File: src/rtl/slotsel_pkg.sv
package slotsel_pkg;

  // TAP controller state codes as presented on tapState
  localparam logic [3:0] TAP_TLR   = 4'hF;
  localparam logic [3:0] TAP_SHDR  = 4'h2;
  localparam logic [3:0] TAP_CAPIR = 4'hE;
  localparam logic [3:0] TAP_SHIR  = 4'hA;
  localparam logic [3:0] TAP_UPDIR = 4'hD;

  // reserved address codes
  localparam logic [7:0] CODE_NULL  = 8'h00;
  localparam logic [7:0] CODE_BCAST = 8'h38;
  localparam logic [7:0] CODE_QUERY = 8'h3A;
  localparam logic [7:0] CODE_GRP   = 8'h30;

  typedef enum logic [1:0] {
    SEL_NONE   = 2'd0,
    SEL_UNIQUE = 2'd1,
    SEL_GROUP  = 2'd2,
    SEL_QUERY  = 2'd3
  } selKind_t;

  typedef struct packed {
    logic isNull;
    logic hitUnique;
    logic hitBcast;
    logic hitGroup;
    logic hitQuery;
  } addrHits_t;

  typedef struct packed {
    logic loadId;
    logic shiftId;
    logic grpWr;
  } dpStrobes_t;

endpackage

File: src/rtl/slotsel_dp.sv
module slotsel_dp
  import slotsel_pkg::*;
#(
  parameter int AddrW = 8,
  parameter int GrpW  = 2
) (
  input  logic             clk,
  input  logic             rstN,
  input  logic [AddrW-1:0] irValue,
  input  logic [AddrW-1:0] slotId,
  input  logic [GrpW-1:0]  grpIn,
  input  dpStrobes_t       strobes,
  output addrHits_t        hits,
  output logic             idBit
);

  localparam int TagW = AddrW - GrpW;

  localparam logic [AddrW-1:0] NullCode  = AddrW'(CODE_NULL);
  localparam logic [AddrW-1:0] BcastCode = AddrW'(CODE_BCAST);
  localparam logic [AddrW-1:0] QueryCode = AddrW'(CODE_QUERY);
  localparam logic [AddrW-1:0] GrpCode   = AddrW'(CODE_GRP);

  logic [GrpW-1:0]  grpReg;
  logic             grpValid;
  logic [AddrW-1:0] idShift;
  logic             slotReserved;
  logic             irIsGroup;

  // a strapped identifier that collides with a reserved code is unaddressable
  assign slotReserved = (slotId == NullCode) || (slotId == BcastCode) ||
                        (slotId == QueryCode) ||
                        (slotId[AddrW-1:GrpW] == GrpCode[AddrW-1:GrpW]);

  assign irIsGroup = (irValue[AddrW-1:GrpW] == GrpCode[AddrW-1:GrpW]);

  always_comb begin
    hits.isNull    = (irValue == NullCode);
    hits.hitUnique = !slotReserved && (irValue == slotId);
    hits.hitBcast  = (irValue == BcastCode);
    hits.hitQuery  = (irValue == QueryCode);
    hits.hitGroup  = irIsGroup && grpValid && (irValue[GrpW-1:0] == grpReg);
  end

  always_ff @(posedge clk or negedge rstN) begin
    if (!rstN) begin
      grpReg   <= '0;
      grpValid <= 1'b0;
    end else if (strobes.grpWr) begin
      grpReg   <= grpIn;
      grpValid <= 1'b1;
    end
  end

  always_ff @(posedge clk or negedge rstN) begin
    if (!rstN) begin
      idShift <= '0;
    end else if (strobes.loadId) begin
      idShift <= slotId;
    end else if (strobes.shiftId) begin
      idShift <= {1'b0, idShift[AddrW-1:1]};
    end
  end

  assign idBit = idShift[0];

endmodule

File: src/rtl/slotsel_ctl.sv
module slotsel_ctl
  import slotsel_pkg::*;
(
  input  logic       clk,
  input  logic       rstN,
  input  logic [3:0] tapState,
  input  addrHits_t  hits,
  input  logic       grpLoad,
  output selKind_t   kind,
  output dpStrobes_t strobes,
  output logic       tdoOe
);

  selKind_t kindNext;

  always_comb begin
    kindNext = kind;
    if (tapState == TAP_TLR) begin
      kindNext = SEL_NONE;
    end else if (tapState == TAP_UPDIR) begin
      unique case (kind)
        SEL_NONE: begin
          if (hits.hitUnique)                     kindNext = SEL_UNIQUE;
          else if (hits.hitQuery)                 kindNext = SEL_QUERY;
          else if (hits.hitBcast || hits.hitGroup) kindNext = SEL_GROUP;
          else                                    kindNext = SEL_NONE;
        end
        SEL_QUERY: kindNext = SEL_NONE;
        SEL_UNIQUE, SEL_GROUP: begin
          if (hits.isNull) kindNext = SEL_NONE;
        end
        default: kindNext = SEL_NONE;
      endcase
    end
  end

  always_ff @(posedge clk or negedge rstN) begin
    if (!rstN) kind <= SEL_NONE;
    else       kind <= kindNext;
  end

  always_comb begin
    strobes.loadId  = (kind == SEL_QUERY) && (tapState == TAP_CAPIR);
    strobes.shiftId = (kind == SEL_QUERY) && (tapState == TAP_SHIR);
    strobes.grpWr   = (kind == SEL_UNIQUE) && grpLoad;
  end

  always_comb begin
    unique case (kind)
      SEL_UNIQUE: tdoOe = (tapState == TAP_SHDR) || (tapState == TAP_SHIR);
      SEL_QUERY:  tdoOe = (tapState == TAP_SHIR);
      default:    tdoOe = 1'b0;
    endcase
  end

endmodule

File: src/rtl/slotsel.sv
module slotsel
  import slotsel_pkg::*;
#(
  parameter int AddrW = 8,
  parameter int GrpW  = 2
) (
  input  logic             clk,
  input  logic             rstN,
  input  logic [3:0]       tapState,
  input  logic [AddrW-1:0] irValue,
  input  logic [AddrW-1:0] slotId,
  input  logic             grpLoad,
  input  logic [GrpW-1:0]  grpIn,
  input  logic             chainTdo,
  output logic             selected,
  output logic             instrEn,
  output logic [1:0]       selKind,
  output logic             tdoOe,
  output logic             tdo
);

  addrHits_t  hits;
  dpStrobes_t strobes;
  selKind_t   kind;
  logic       idBit;

  slotsel_dp #(.AddrW(AddrW), .GrpW(GrpW)) u_dp (
    .clk     (clk),
    .rstN    (rstN),
    .irValue (irValue),
    .slotId  (slotId),
    .grpIn   (grpIn),
    .strobes (strobes),
    .hits    (hits),
    .idBit   (idBit)
  );

  slotsel_ctl u_ctl (
    .clk      (clk),
    .rstN     (rstN),
    .tapState (tapState),
    .hits     (hits),
    .grpLoad  (grpLoad),
    .kind     (kind),
    .strobes  (strobes),
    .tdoOe    (tdoOe)
  );

  assign selKind  = kind;
  assign selected = (kind != SEL_NONE);
  assign instrEn  = (kind == SEL_UNIQUE) || (kind == SEL_GROUP);
  assign tdo      = (kind == SEL_QUERY) ? idBit : chainTdo;

endmodule

File: config.mk
export PLATFORM = sky130hd
export DESIGN_NAME = slotsel
export DESIGN_NICKNAME = d
export VERILOG_FILES = /design/src/rtl/slotsel_pkg.sv /design/src/rtl/slotsel_dp.sv /design/src/rtl/slotsel_ctl.sv /design/src/rtl/slotsel.sv
export SDC_FILE = /design/constraint.sdc
export NUM_CORES = 1
export LEC_CHECK = 0
export ABC_AREA = 1
export BUFFER_PORTS_ARGS = -buffer_cell sky130_fd_sc_hd__buf_2
export CAP_MARGIN = 20
export CORE_MARGIN = 1.5
export CORE_UTILIZATION = 40
export DETAILED_ROUTE_END_ITERATION = 8
export MAX_ROUTING_LAYER = met4
export PLACE_DENSITY = 0.66
export SLEW_MARGIN = 20
export SYNTH_ARGS = -nofsm -noshare
export SYNTH_HDL_FRONTEND = slang
export SYNTH_SLANG_ARGS = --single-unit
File: constraint.sdc
create_clock -name clk -period 1.7 [get_ports clk]
set_clock_uncertainty 0.2 [all_clocks]
set_input_delay 0.34 -clock clk [delete_from_list [all_inputs] [get_ports clk]]
set_output_delay 0.34 -clock clk [all_outputs]
set_load 0.05 [all_outputs]
# --- After elaboration in Yosys (flattened, before gate mapping) ---
# Index checks and enable logic that the tools add are counted.
# W data, S select, Z words.
classes:
  reduce_logical: 21
  n_eq_ne: 17
  mux: 11
ops:
  columns: ["operator", "count"]
  rows:
  - ["$eq A8 B6 Y1 const B", 4]
  - ["$eq A4 B4 Y1 const B", 4]
  - ["$logic_not A8 Y1", 2]
  - ["$mux W8", 2]
  - ["$eq A6 B4 Y1 const B", 2]
  - ["$mux W2", 6]
  - ["$eq A8 B8 Y1", 1]
  - ["$logic_and A1 B1 Y1", 6]
  - ["$logic_or A1 B1 Y1", 6]
  - ["$pmux W2 S3", 1]
  - ["$reduce_bool A2 Y1", 3]
  - ["$eq A2 B2 Y1 const B", 2]
  - ["$eq A4 B2 Y1 const B", 1]
  - ["$ne A3 B2 Y1 const B", 1]
  - ["$eq A2 B1 Y1 const B", 1]
  - ["$eq A2 B2 Y1", 1]
  - ["$logic_not A2 Y1", 1]
  - ["$pmux W1 S2", 1]
  - ["$reduce_and A2 Y1", 1]
  - ["$reduce_or A2 Y1", 1]
  - ["$logic_not A1 Y1", 1]
  - ["$mux W1", 1]
totals:
  elab_cells: 53
  output_inout_bits: 6
  ff_bits: 13
  in_bits: 26

# --- Depth between registers and ports, before layout ---
# Gate-level depths: netlist of the first run.
depth:
  ltp_word: 10
  ltp_mapped: 9
  mapped_depth_nobuf: 9

# --- Modules after synthesis ---
# Synthesis of the first run repeated with hierarchy kept, for this count alone.
unflattened:
  cells_unflattened: 149
  hier_area_um2: 1007.2
modules_own_cells:
  columns: ["module", "area_each_um2", "instances", "cells_each", "seq_area_each_um2"]
  rows:
  - ["slotsel_dp", 718.2, 1, 103, 275.3]
  - ["slotsel_ctl", 237.7, 1, 37, 50.0]
  - ["slotsel", 51.3, 1, 9, 0.0]

# --- Worst setup path before layout of the first run ---
# Ideal clock, no wire load.
synth_timing:
  path_type: "reg2out"
  start: "register u_ctl.kind[0]"
  end: "output port tdoOe"
  path_buffers: 1
  stages_incl_launch_ff: 6
  path_slack_ps: -745
  required_time_ps: 1160
  arrival_time_ps: 1905
  path_cell_list: "dfrtp_1 > ha_1 > and3_1 > buf_6 > a21oi_1 > nor2_1"
synth_between:
  elab_chain_len: 2
  elab_cells_between_ends: 3
  classes_between: "eq/ne: 2; mux: 1"
synth_lines:
  columns: ["element", "line", "text"]
  rows:
  - ["start, declared", "slotsel_ctl.sv:9", "output selKind_t kind,"]
  - ["start signal, assigned", "slotsel_ctl.sv:39", "else kind <= kindNext;"]
  - ["$eq A2 B2 Y1 or $eq A2 B1 Y1 (tied branches)", "slotsel_ctl.sv:49", "unique case (kind)"]
  - ["$pmux W1 S2 *", "slotsel_ctl.sv:49", null]
  - ["end, declared", "slotsel.sv:18", "output logic tdoOe,"]
# Every way passes the cells marked *; elsewhere a longest branch is shown, timed or not.

# --- Worst setup path in the final report of the first run ---
# Same ends and word-level chain as after synthesis.

==> flow_summary.rst, run 1 <==
.. list-table::
   :header-rows: 1

   * - Metric
     - Value
   * - Status
     - finished with violations
   * - Violations in the final reports
     - negative setup slack
   * - Predominant post-synthesis flop cell
     - dfrtp_1
   * - Post-Synthesis Net Count
     - 164
   * - Unique masters post-synth
     - 26
   * - Pwr per Cell Area
     - roughly 500 nW/µm²
   * - Worst Hold Path Cells
     - 2
   * - Maxcap violations
     - 0
   * - Startpoint type of the worst setup path
     - flip-flop
   * - Count of flip-flops with a built-in enable after synthesis
     - 0
   * - Global-route wire length before repair
     - 3810 µm
   * - Number of antenna violations at the first check in global routing
     - 0
   * - Worst hold slack across all endpoints
     - 0.0997 ns
   * - Flip-flop and latch count after synthesis
     - 13
   * - Insertion delay of the later-clocked pin in the worst-skew pair
     - 0.28 ns
   * - Syn. warnings
     - 0
   * - Max Fclk
     - 518 MHz
   * - Post-detailed-placement cell area
     - approximately 1200 µm²
   * - Total gr overflow
     - 0
   * - Number of standard-cell rows in the floorplan
     - 17
   * - Sink Count
     - 13
   * - Worst setup margin
     - -0.229 ns
   * - DP Worst Slack
     - -0.0277 ns
   * - Initial Util
     - 42.5%
   * - Tightest slew margin relative to the limit
     - 75.0%
   * - Post-synth top area share
     - 34.3%
   * - Largest area contributor in the synthesized netlist
     - dfrtp_1
   * - Setup TNS
     - -0.541 ns
   * - Worst reg2reg path endpoint
     - u_dp.idShift[1]
   * - CTS tree
     - done
   * - Via Count
     - 968
   * - Count of input and output buffers
     - 31
   * - Root buf cell
     - clkbuf_4
   * - Final Critical Period
     - 1.93 ns
   * - Crit share post-route
     - 113%
   * - Core footprint
     - around 2200 µm²
   * - Detailed Routing Iterations Pass 1
     - 4
   * - Detail-routed via count per cell
     - 4.72
   * - Inserted Diodes
     - 0
   * - Vias in the first global route
     - 912
   * - Seq/Total Area, Yosys
     - 34.3%
   * - VDD IR max
     - approximately 0.00035 V
   * - Final Hold Viols
     - 0
   * - Global placement routability congestion
     - 0.790
   * - Detailed-route wire length
     - 2340 µm
   * - Area of the die
     - 2680 µm²
   * - Min-Delay Startpoint
     - grpIn[0]
   * - Cell with the most instances after synthesis
     - nand2_1
   * - Vertical extent of the die
     - 51.7 µm
   * - Gate count of the mapped netlist
     - 135
   * - CP required
     - 1.16 ns
   * - Final-stage net count
     - roughly 210
   * - Largest fanout of any net on the critical path
     - 5
   * - Final Total Pwr
     - 654 µW
   * - Final design area excluding fillers
     - around 1300 µm²
   * - Number of clock buffers inserted by TritonCTS
     - 3
   * - Count of pins over their slew limit
     - 0
   * - Growth of design area from synthesis to finish
     - 37.7%
   * - Worst hold path type
     - in -> reg
   * - Area of the mapped netlist
     - 950 µm²
   * - Final setup violation count
     - 4
   * - Startpoint of the lowest-slack register-to-register path
     - u_ctl.kind[0]
   * - Gr usage total
     - 19.5%
   * - HPWL after detailed placement
     - 1850 µm
   * - Average size of a mapped cell
     - 7.03 µm²
   * - Maximum clock insertion buffer count
     - 2
   * - Type of the worst setup path
     - reg -> out
   * - Synth async-reset ratio
     - 100%
   * - Share of final-layout standard cells stronger than drive strength 1
     - 36.2%
   * - Largest cells by area after synthesis
     - dfrtp_1, nand2_1, nor2_1
   * - H-tree depth
     - 1
   * - Setup slack of the worst register-to-register path
     - 0.10 ns
   * - Least-Margin Pin Slew
     - 0.372 ns
   * - Horiz. Die Dim
     - 51.7 µm
   * - Routed wirelength normalized by instance count
     - 11.4 µm
   * - Clock transition at the register clock pins on the worst setup and hold paths after CTS
     - ~0.080 ns
   * - Largest net degree at the start of global routing
     - 17
   * - Type of element capturing the critical path
     - output port
   * - Number of design rule violations left after detail routing
     - 0
   * - Synth top cells by count
     - nand2_1, nor2_1, inv_1
   * - RSZ-0062 raised after global routing
     - yes
   * - End point of the most critical hold path
     - u_dp.grpReg[0]
   * - Cell leakage power
     - ~0.68 nW
   * - Post-DRT Antenna Nets
     - 0
   * - Data arrival time at the worst-slack endpoint
     - 1.39 ns
   * - Starting DRT DRC Count
     - 22
   * - Number of I/O pins
     - 32
   * - Cell depth of the worst flop-to-flop path
     - 6
[power breakdown]
group / switching (mW) / internal (mW)
clock: 0.106 / 0.0910
combinational: 0.0811 / 0.0610
sequential: 0.00251 / 0.312
total: 0.189 / 0.464
[cells in the final DEF, fill, tap and decap left out]
cell type      synthesis  final
nand2_1               40     40
buf_2                  1     27
nor2_1                20     18
inv_1                 16     14
dfrtp_1               13     11
buf_4                  1      9
xnor2_1                6      6
a21oi_1                7      5
o21ai_0                4      4
nand3_1                4      4
inv_2                  1      3
nor2_2                 2      3
o211ai_1               3      3
clkbuf_4               0      3
buf_8                  0      3
o21ai_2                2      2
o21ai_1                2      2
ha_4                   0      2
buf_6                  1      2
dfrtp_2                0      2
and3_4                 0      1
a21oi_4                0      1
nor2_4                 0      1
a21oi_2                0      1
nand3_2                1      1
o21bai_2               1      1
nor4_1                 1      1
nor3_1                 1      1
nand4_1                1      1
mux2_2                 1      1
o21a_1                 1      1
ha_2                   0      1
clkbuf_1               0      1
dlygate4sd3_1          0      1
[worst max-delay path, cell delays in order, from the launching register on]
cell	delay, ns
dfrtp_2	0.45
ha_4	0.17
and3_4	0.17
a21oi_4	0.13
nor2_4	0.05
buf_8	0.14
[kinds of logic (layout without fill, tap and decap cells)]
| family | count (synthesis) | after routing | synth area share [%] |
|---|---|---|---|
| simple gates | 71 | 71 | 30.7 |
| fa+ha+maj | 3 | 3 | 3.95 |
| mux | 1 | 1 | 1.19 |
| buf+inv | 21 | 63 | 11.3 |
| xor+xnor | 6 | 6 | 5.53 |
| compound gates | 20 | 20 | 13.0 |
| flops | 13 | 13 | 34.3 |
[stage by stage]
step,utilization [%],instances
after detailed placement,53.7,198
after global placement,53.7,198
final,58.5,205
after CTS,57.3,203
after global routing,58.5,205
after floorplan,-,135
[cell type report]
type	count	area, µm²
clock buffers	4	26.3
flip-flops and latches	13	328
inverters	17	63.8
repair buffers	42	280
well taps	28	35.0
fillers	217	926
multi-input cells	101	574
[flip-flops by register name, indices dropped and copies added, names as in the netlist]
signal,cells
u_ctl.kind,2
u_dp.grpReg,2
u_dp.idShift,8
u_dp.grpValid,1
[layer usage]
layer / vias to the layer above / part of all wire (%) / GRT usage, %
met5: - / 0 / -
met4: 0 / 0.51 / 7.89
met3: 2 / 4.9 / 1.72
met2: 31 / 48 / 31.4
met1: 428 / 47 / 25.5
li1: 507 / - / -
[how the worst max path moves through the flow]
stage                        from    end  slack [ns]
finish              u_ctl.kind[0]  tdoOe       -0.23
global route        u_ctl.kind[0]  tdoOe       -0.27
CTS                 u_ctl.kind[0]  tdoOe       -0.24
detailed placement  u_ctl.kind[0]  tdoOe       -0.03
global placement    u_ctl.kind[0]  tdoOe       -0.01
floorplan           u_ctl.kind[0]  tdoOe       -0.19
[timing repair]
item,in CTS,in global routing
pin swaps,3,3
cloned,0,0
hold endpoints to repair,13,0
gates resized for setup,12,6
setup endpoints to repair,4,6
hold buffers,1,0
buffers inserted,0,2
Note: power is estimated with default switching activity, not from simulation.
==> run 2: changes to the inputs <==
--- a/config.mk
+++ b/config.mk
@@ -15,3 +15,2 @@
 export PLACE_DENSITY = 0.66
-export SLEW_MARGIN = 20
 export SYNTH_ARGS = -nofsm -noshare
==> constraint.sdc (replaced) <==
create_clock -name clk -period 1.7 [get_ports clk]
set_clock_uncertainty 0.2 [all_clocks]
set_input_delay 0 -clock clk [delete_from_list [all_inputs] [get_ports clk]]
set_output_delay 0 -clock clk [all_outputs]
set_load 0.05 [all_outputs]
==> flow_summary.rst, run 2 (synthesized netlist as in run 1, its figures left out) <==
.. list-table::
   :header-rows: 1

   * - Metric
     - Value
   * - Horiz. Die Dim
     - 51.7 µm
   * - Fraction of power spent switching nets
     - roughly 28%
   * - Tightest slew margin relative to the limit
     - 61.0%
   * - Clock transition at the register clock pins on the worst setup and hold paths after CTS
     - 0.08 ns
   * - Growth of design area from synthesis to finish
     - 52.7%
   * - Crit share post-route
     - roughly 96%
   * - Vertical extent of the die
     - 51.7 µm
   * - Top Registers
     - u_dp.idShift (8), u_ctl.kind (2), u_dp.grpReg (2)
   * - Most frequent cells in the layout
     - nand2_1, buf_2, dlygate4sd3_1, nor2_1, inv_1
   * - Detail-routed via count per cell
     - 4.79
   * - Post-DRT Antenna Nets
     - 0
   * - Insertion delay of the later-clocked pin in the worst-skew pair
     - roughly 0.27 ns
   * - Util after Layout
     - 64.9%
   * - Worst hold path type
     - in -> reg
   * - Largest net degree at the start of global routing
     - 17
   * - Max reg flops
     - 8
   * - Register cell area after layout
     - 328 µm²
   * - Clock network power share
     - 27.3%
   * - HPWL after detailed placement
     - between 1500 and 2000 µm
   * - Core footprint
     - about 2200 µm²
   * - Count of input and output buffers
     - 31
   * - Detailed-route wire length
     - 2560 µm
   * - Number of antenna violations at the first check in global routing
     - 0
   * - Inserted Diodes
     - 0
   * - Type of element capturing the critical path
     - output port
   * - Final setup violation count
     - 0
   * - Area of the die
     - 2680 µm²
   * - Filler cell count
     - 212
   * - Starting DRT DRC Count
     - 18
   * - Cell depth of the worst flop-to-flop path
     - 8
   * - Met1 layer wirelength in the final routing
     - about 1100 µm
   * - CP required
     - 1.50 ns
   * - Critical Path Max Stage Delay
     - 0.41 ns
   * - Routed wirelength normalized by instance count
     - 11.5 µm
   * - Status
     - finished clean
   * - Fraction of power consumed by sequential logic
     - 46.2%
   * - Post-detailed-placement cell area
     - 1140 µm²
   * - Gate power share
     - 26.5%
   * - Vias in the first global route
     - just over 1000
   * - Final Hold Viols
     - 0
   * - Cell type of the slowest stage on the worst timing path
     - dfrtp_2
   * - CTS tree
     - done
   * - Initial Util
     - 42.5%
   * - Number of I/O pins
     - 32
   * - Type of the worst setup path
     - reg -> out
   * - Routed met2 length
     - 1280 µm
   * - Critical path depth
     - 5
   * - Wire length on met3
     - 109 µm
   * - Internal power of the cells
     - 491 µW
   * - Startpoint type of the worst setup path
     - flip-flop
   * - Commonest non-fill, non-tap cell in the layout
     - nand2_1
   * - Detailed Routing Iterations Pass 1
     - 5
   * - Root buf cell
     - clkbuf_4
   * - Switch Pwr
     - 189 µW
   * - CP bufs+invs
     - 1
   * - Max Fclk
     - 614 MHz
   * - Final Critical Period
     - between 1.5 and 2 ns
   * - Least-Margin Pin Slew
     - ~0.58 ns
   * - Topmost layer with routed signal wires
     - met4
   * - Number of standard-cell rows in the floorplan
     - 17
   * - Worst Hold Path Cells
     - 6
   * - Maxcap violations
     - 0
   * - Via Count
     - 1068
   * - Global placement routability congestion
     - 0.870
   * - Area occupied by multi-input gates
     - 549 µm²
   * - Sink Count
     - 13
   * - VDD IR max
     - between 0.0004 and 0.0005 V
   * - Gate family responsible for the most delay along the worst path
     - flip-flops
   * - RSZ-0062 raised after global routing
     - no
   * - Number of clock buffers inserted by TritonCTS
     - 3
   * - Share of final-layout standard cells stronger than drive strength 1
     - 28.2%
   * - Gr usage total
     - between 20 and 25%
   * - Global-route wire length before repair
     - between 4000 and 5000 µm
   * - Cell leakage power
     - 0.745 nW
   * - Final design area excluding fillers
     - 1450 µm²
   * - Setup TNS
     - 0 ns
   * - Final-stage net count
     - roughly 230
   * - H-tree depth
     - 1
   * - Total gr overflow
     - 0
   * - CP Cell Sequence
     - ha_2 -> and3_1 -> a21oi_2 -> nor2_4 -> buf_6
   * - Largest fanout of any net on the critical path
     - 3
   * - Largest register by flop count
     - u_dp.idShift
   * - Number of design rule violations left after detail routing
     - 0
   * - Pwr per Cell Area
     - between 400 and 500 nW/µm²
   * - Maximum clock insertion buffer count
     - 2
   * - Data arrival time at the worst-slack endpoint
     - 1.43 ns
   * - Count of pins over their slew limit
     - 0
-- run 2: cell count changes in the layout (fill, tap and decap cells not counted), moves of 2 or more --
cell           before  now
dlygate4sd3_1       1   26
buf_4               9    4
buf_8               3    0
buf_2              27   29
-- run 2: what timing repair did --
| action | CTS | global route |
|---|---|---|
| endpoints found under the setup margin | 1 | 2 |
| buffers inserted | 2 | 0 |
| endpoints found under the hold margin | 26 | 0 |
| gates resized for setup | 2 | 5 |
| hold buffers | 26 | 0 |
-- run 2: power by group through the flow --
stage                     clock (mW)  combinational [mW]  sequential (mW)
after global routing           0.214               0.202            0.315
after floorplan                    0              0.0707            0.321
final                          0.186               0.180            0.314
after global placement             0               0.129            0.320
after detailed placement           0               0.132            0.321
after CTS                      0.193               0.179            0.314
-- run 2: final cells by class --
cell class | count | share of cell area (%)
multi-input cells | 101 | 37.9
repair buffers | 60 | 30.8
flip-flops and latches | 13 | 22.6
inverters | 17 | 4.40
well taps | 28 | 2.42
clock buffers | 3 | 1.55
clock inverters | 1 | 0.345
-- run 2: worst paths after layout --
| kind | from | end | slack (ns) |
|---|---|---|---|
| setup / recovery | u_ctl.kind[0] | tdoOe | 0.07 |
| setup reg to reg | u_ctl.kind[0] | u_ctl.kind[0] | 0.14 |
| hold / removal | irValue[2] | u_ctl.kind[1] | 0.02 |
| hold reg to reg | u_dp.grpValid | u_dp.grpValid | 0.27 |
| min in group asynchronous | rstN | u_dp.idShift[0] | 0.58 |
| max in group asynchronous | rstN | u_ctl.kind[0] | 0.30 |
-- run 2: per-layer routing --
| metal | track usage [%] | up-vias |
|---|---|---|
| met5 | - | - |
| met4 | 7.89 | 0 |
| met3 | 2.87 | 4 |
| met2 | 38.0 | 39 |
| met1 | 26.5 | 476 |
| li1 | - | 549 |
-- run 2: worst min-delay path: cells and delay by family --
family | cells | cell delay (ns)
buffers and inverters | 1 | 0.13
and+or+nand+nor | 5 | 0.32
-- run 2: per-stage QoR --
stage	total power [mW]	worst slack [ns]	hold WS, ns	std cells
floorplan	0.392	-0.0370	-0.496	135
global placement	0.450	0.188	-0.297	192
detailed placement	0.453	0.147	-0.289	192
CTS	0.687	0.00120	0.000208	224
global route	0.730	0.0169	0.0635	223
finish	0.681	0.0701	0.0191	223
==> run 3: changes to the inputs <==
Settings changed: PLACE_DENSITY 0.66 to 0.77.
==> flow_summary.rst, run 3 (synthesized netlist as in run 1, its figures left out) <==
.. list-table::
   :header-rows: 1

   * - Metric
     - Value
   * - Max Fclk
     - 600 MHz
   * - End point of the most critical hold path
     - u_ctl.kind[1]
   * - RSZ-0062 raised after global routing
     - no
   * - Post-detailed-placement cell area
     - ~1100 µm²
   * - Tightest slew margin relative to the limit
     - 59.6%
   * - Number of placed cells counting well taps
     - 191
   * - Detailed-route wire length
     - 2580 µm
   * - Final Total Pwr
     - 691 µW
   * - Non-filler cells in the finished layout
     - 220
   * - Area of the die
     - 2680 µm²
   * - Largest fanout of any net on the critical path
     - 4
   * - Commonest non-fill, non-tap cell in the layout
     - nand2_1
   * - Inserted Diodes
     - 0
   * - Total gr overflow
     - 0
   * - Top Registers
     - u_dp.idShift (8), u_ctl.kind (2), u_dp.grpReg (2)
   * - Gr usage total
     - 21.3%
   * - Max reg flops
     - 8
   * - Count of pins over their slew limit
     - 0
   * - Startpoint type of the worst setup path
     - flip-flop
   * - Met1 layer wirelength in the final routing
     - around 1200 µm
   * - Final-stage net count
     - about 220
   * - Initial Util
     - 42.5%
   * - Detail-routed via count per cell
     - 4.66
   * - Worst hold slack across all endpoints
     - -0.00584 ns
   * - Global-route wire length before repair
     - 4070 µm
   * - Global placement routability congestion
     - 0.882
   * - Number of standard-cell rows in the floorplan
     - 17
   * - HPWL after detailed placement
     - between 1500 and 2000 µm
   * - Wire length on met3
     - around 62 µm
   * - H-tree depth
     - 1
   * - Final setup violation count
     - 0
   * - Sink Count
     - 13
   * - Final design area excluding fillers
     - about 1400 µm²
   * - Cell depth of the worst flop-to-flop path
     - 8
   * - Routed met2 length
     - 1330 µm
   * - Growth of design area from synthesis to finish
     - 50.5%
   * - Setup slack of the worst register-to-register path
     - 0.12 ns
   * - Number of antenna violations at the first check in global routing
     - 0
   * - Maxcap violations
     - 0
   * - Cell leakage power
     - 0.729 nW
   * - Setup TNS
     - 0 ns
   * - Count of input and output buffers
     - 31
   * - Largest net degree at the start of global routing
     - 18
   * - Worst Hold Path Cells
     - 6
   * - Root buf cell
     - clkbuf_4
   * - Worst hold path type
     - in -> reg
   * - VDD IR max
     - approximately 0.00040 V
   * - Number of design rule violations left after detail routing
     - 0
   * - Clock transition at the register clock pins on the worst setup and hold paths after CTS
     - 0.09 ns
   * - Crit share post-route
     - a little over nine tenths
   * - Post-DRT Antenna Nets
     - 0
   * - Topmost layer with routed signal wires
     - met4
   * - Type of element capturing the critical path
     - output port
   * - Status
     - finished with violations
   * - Number of I/O pins
     - 32
   * - CTS tree
     - done
   * - Most frequent cells in the layout
     - nand2_1, buf_2, dlygate4sd3_1, nor2_1, inv_1
   * - Data arrival time at the worst-slack endpoint
     - 1.47 ns
   * - Maximum clock insertion buffer count
     - 2
   * - CP required
     - about 1.5 ns
   * - Least-Margin Pin Slew
     - 0.603 ns
   * - Worst reg2reg path endpoint
     - u_ctl.kind[1]
   * - Pwr per Cell Area
     - 484 nW/µm²
   * - Largest register by flop count
     - u_dp.idShift
   * - Vias in the first global route
     - between 900 and 1000
   * - Type of the worst setup path
     - reg -> out
   * - Vertical extent of the die
     - 51.7 µm
   * - Insertion delay of the later-clocked pin in the worst-skew pair
     - between 0.2 and 0.3 ns
   * - Startpoint of the lowest-slack register-to-register path
     - u_ctl.kind[0]
   * - Routed wirelength normalized by instance count
     - 11.7 µm
   * - Final Hold Viols
     - 1
   * - Number of clock buffers inserted by TritonCTS
     - 3
   * - Via Count
     - roughly 1000
   * - Share of final-layout standard cells stronger than drive strength 1
     - 27.6%
   * - Violations in the final reports
     - negative hold slack
   * - Starting DRT DRC Count
     - 16
   * - Horiz. Die Dim
     - 51.7 µm
   * - Min-Delay Startpoint
     - irValue[2]
   * - Final Critical Period
     - 1.67 ns
   * - Core footprint
     - 2230 µm²
   * - Detailed Routing Iterations Pass 1
     - 5
-- run 3: cell types whose count changed in the layout (fill, tap and decap cells not counted) --
cell	before	now
a21oi_2	2	1
a21oi_4	0	1
and3_1	1	0
and3_4	0	1
buf_2	29	30
buf_4	4	2
clkbuf_1	0	1
clkinv_2	1	0
dlygate4sd3_1	26	24
ha_1	0	1
ha_2	2	1
-- run 3: report_power, final --
part | total, mW | internal [mW] | switching (mW)
Combinational | 0.175 | 0.0881 | 0.0865
Clock | 0.202 | 0.0915 | 0.110
Sequential | 0.314 | 0.312 | 0.00221
-- run 3: per-stage QoR --
stage | hold slack [ns] | util [%] | setup slack, ns
4_1_cts | 0.00349 | 63.4 | 0.0276
3_3_place_gp | -0.300 | 50.6 | 0.190
6_report | -0.00584 | 64.0 | 0.0345
2_1_floorplan | -0.496 | - | -0.0370
5_1_grt | 0.0488 | 64.0 | 0.00620
3_5_place_dp | -0.296 | 50.6 | 0.141
-- run 3: critical path, stage by stage (launching register included) --
cell and delay, ns:
dfrtp_2 0.43, ha_2 0.21, and3_4 0.19, a21oi_4 0.14, nor2_4 0.04, buf_6 0.15
-- run 3: metal layers --
metal / vias up / track usage [%]
met5: - / -
met4: 0 / 7.89
met3: 5 / 1.72
met2: 22 / 37.6
met1: 463 / 25.3
li1: 535 / -
-- run 3: layout make-up --
cell class / count / area [µm²]
tap: 28 / 35.0
multi-input combinational: 101 / 559
fill: 198 / 805
sequential: 13 / 328
clock buffer: 4 / 26.3
inverter: 17 / 63.8
timing repair buffer: 57 / 417
-- run 3: worst max-delay path by stage --
stage | start | endpoint | slack, ns | cells past startpoint
after global routing | u_ctl.kind[0] | tdoOe | 0.006 | 5
after floorplan | u_ctl.kind[0] | u_ctl.kind[1] | -0.04 | 7
after global placement | u_ctl.kind[0] | u_dp.idShift[4] | 0.19 | 5
final | u_ctl.kind[0] | tdoOe | 0.03 | 5
after detailed placement | u_ctl.kind[0] | u_dp.idShift[1] | 0.14 | 5
after CTS | u_ctl.kind[0] | tdoOe | 0.03 | 5
-- run 3: timing repair --
action                     CTS  global route
hold buffers                24             0
setup buffers                1             0
setup endpoints to repair    1             1
gates resized for setup      4             2
hold endpoints to repair    26             0
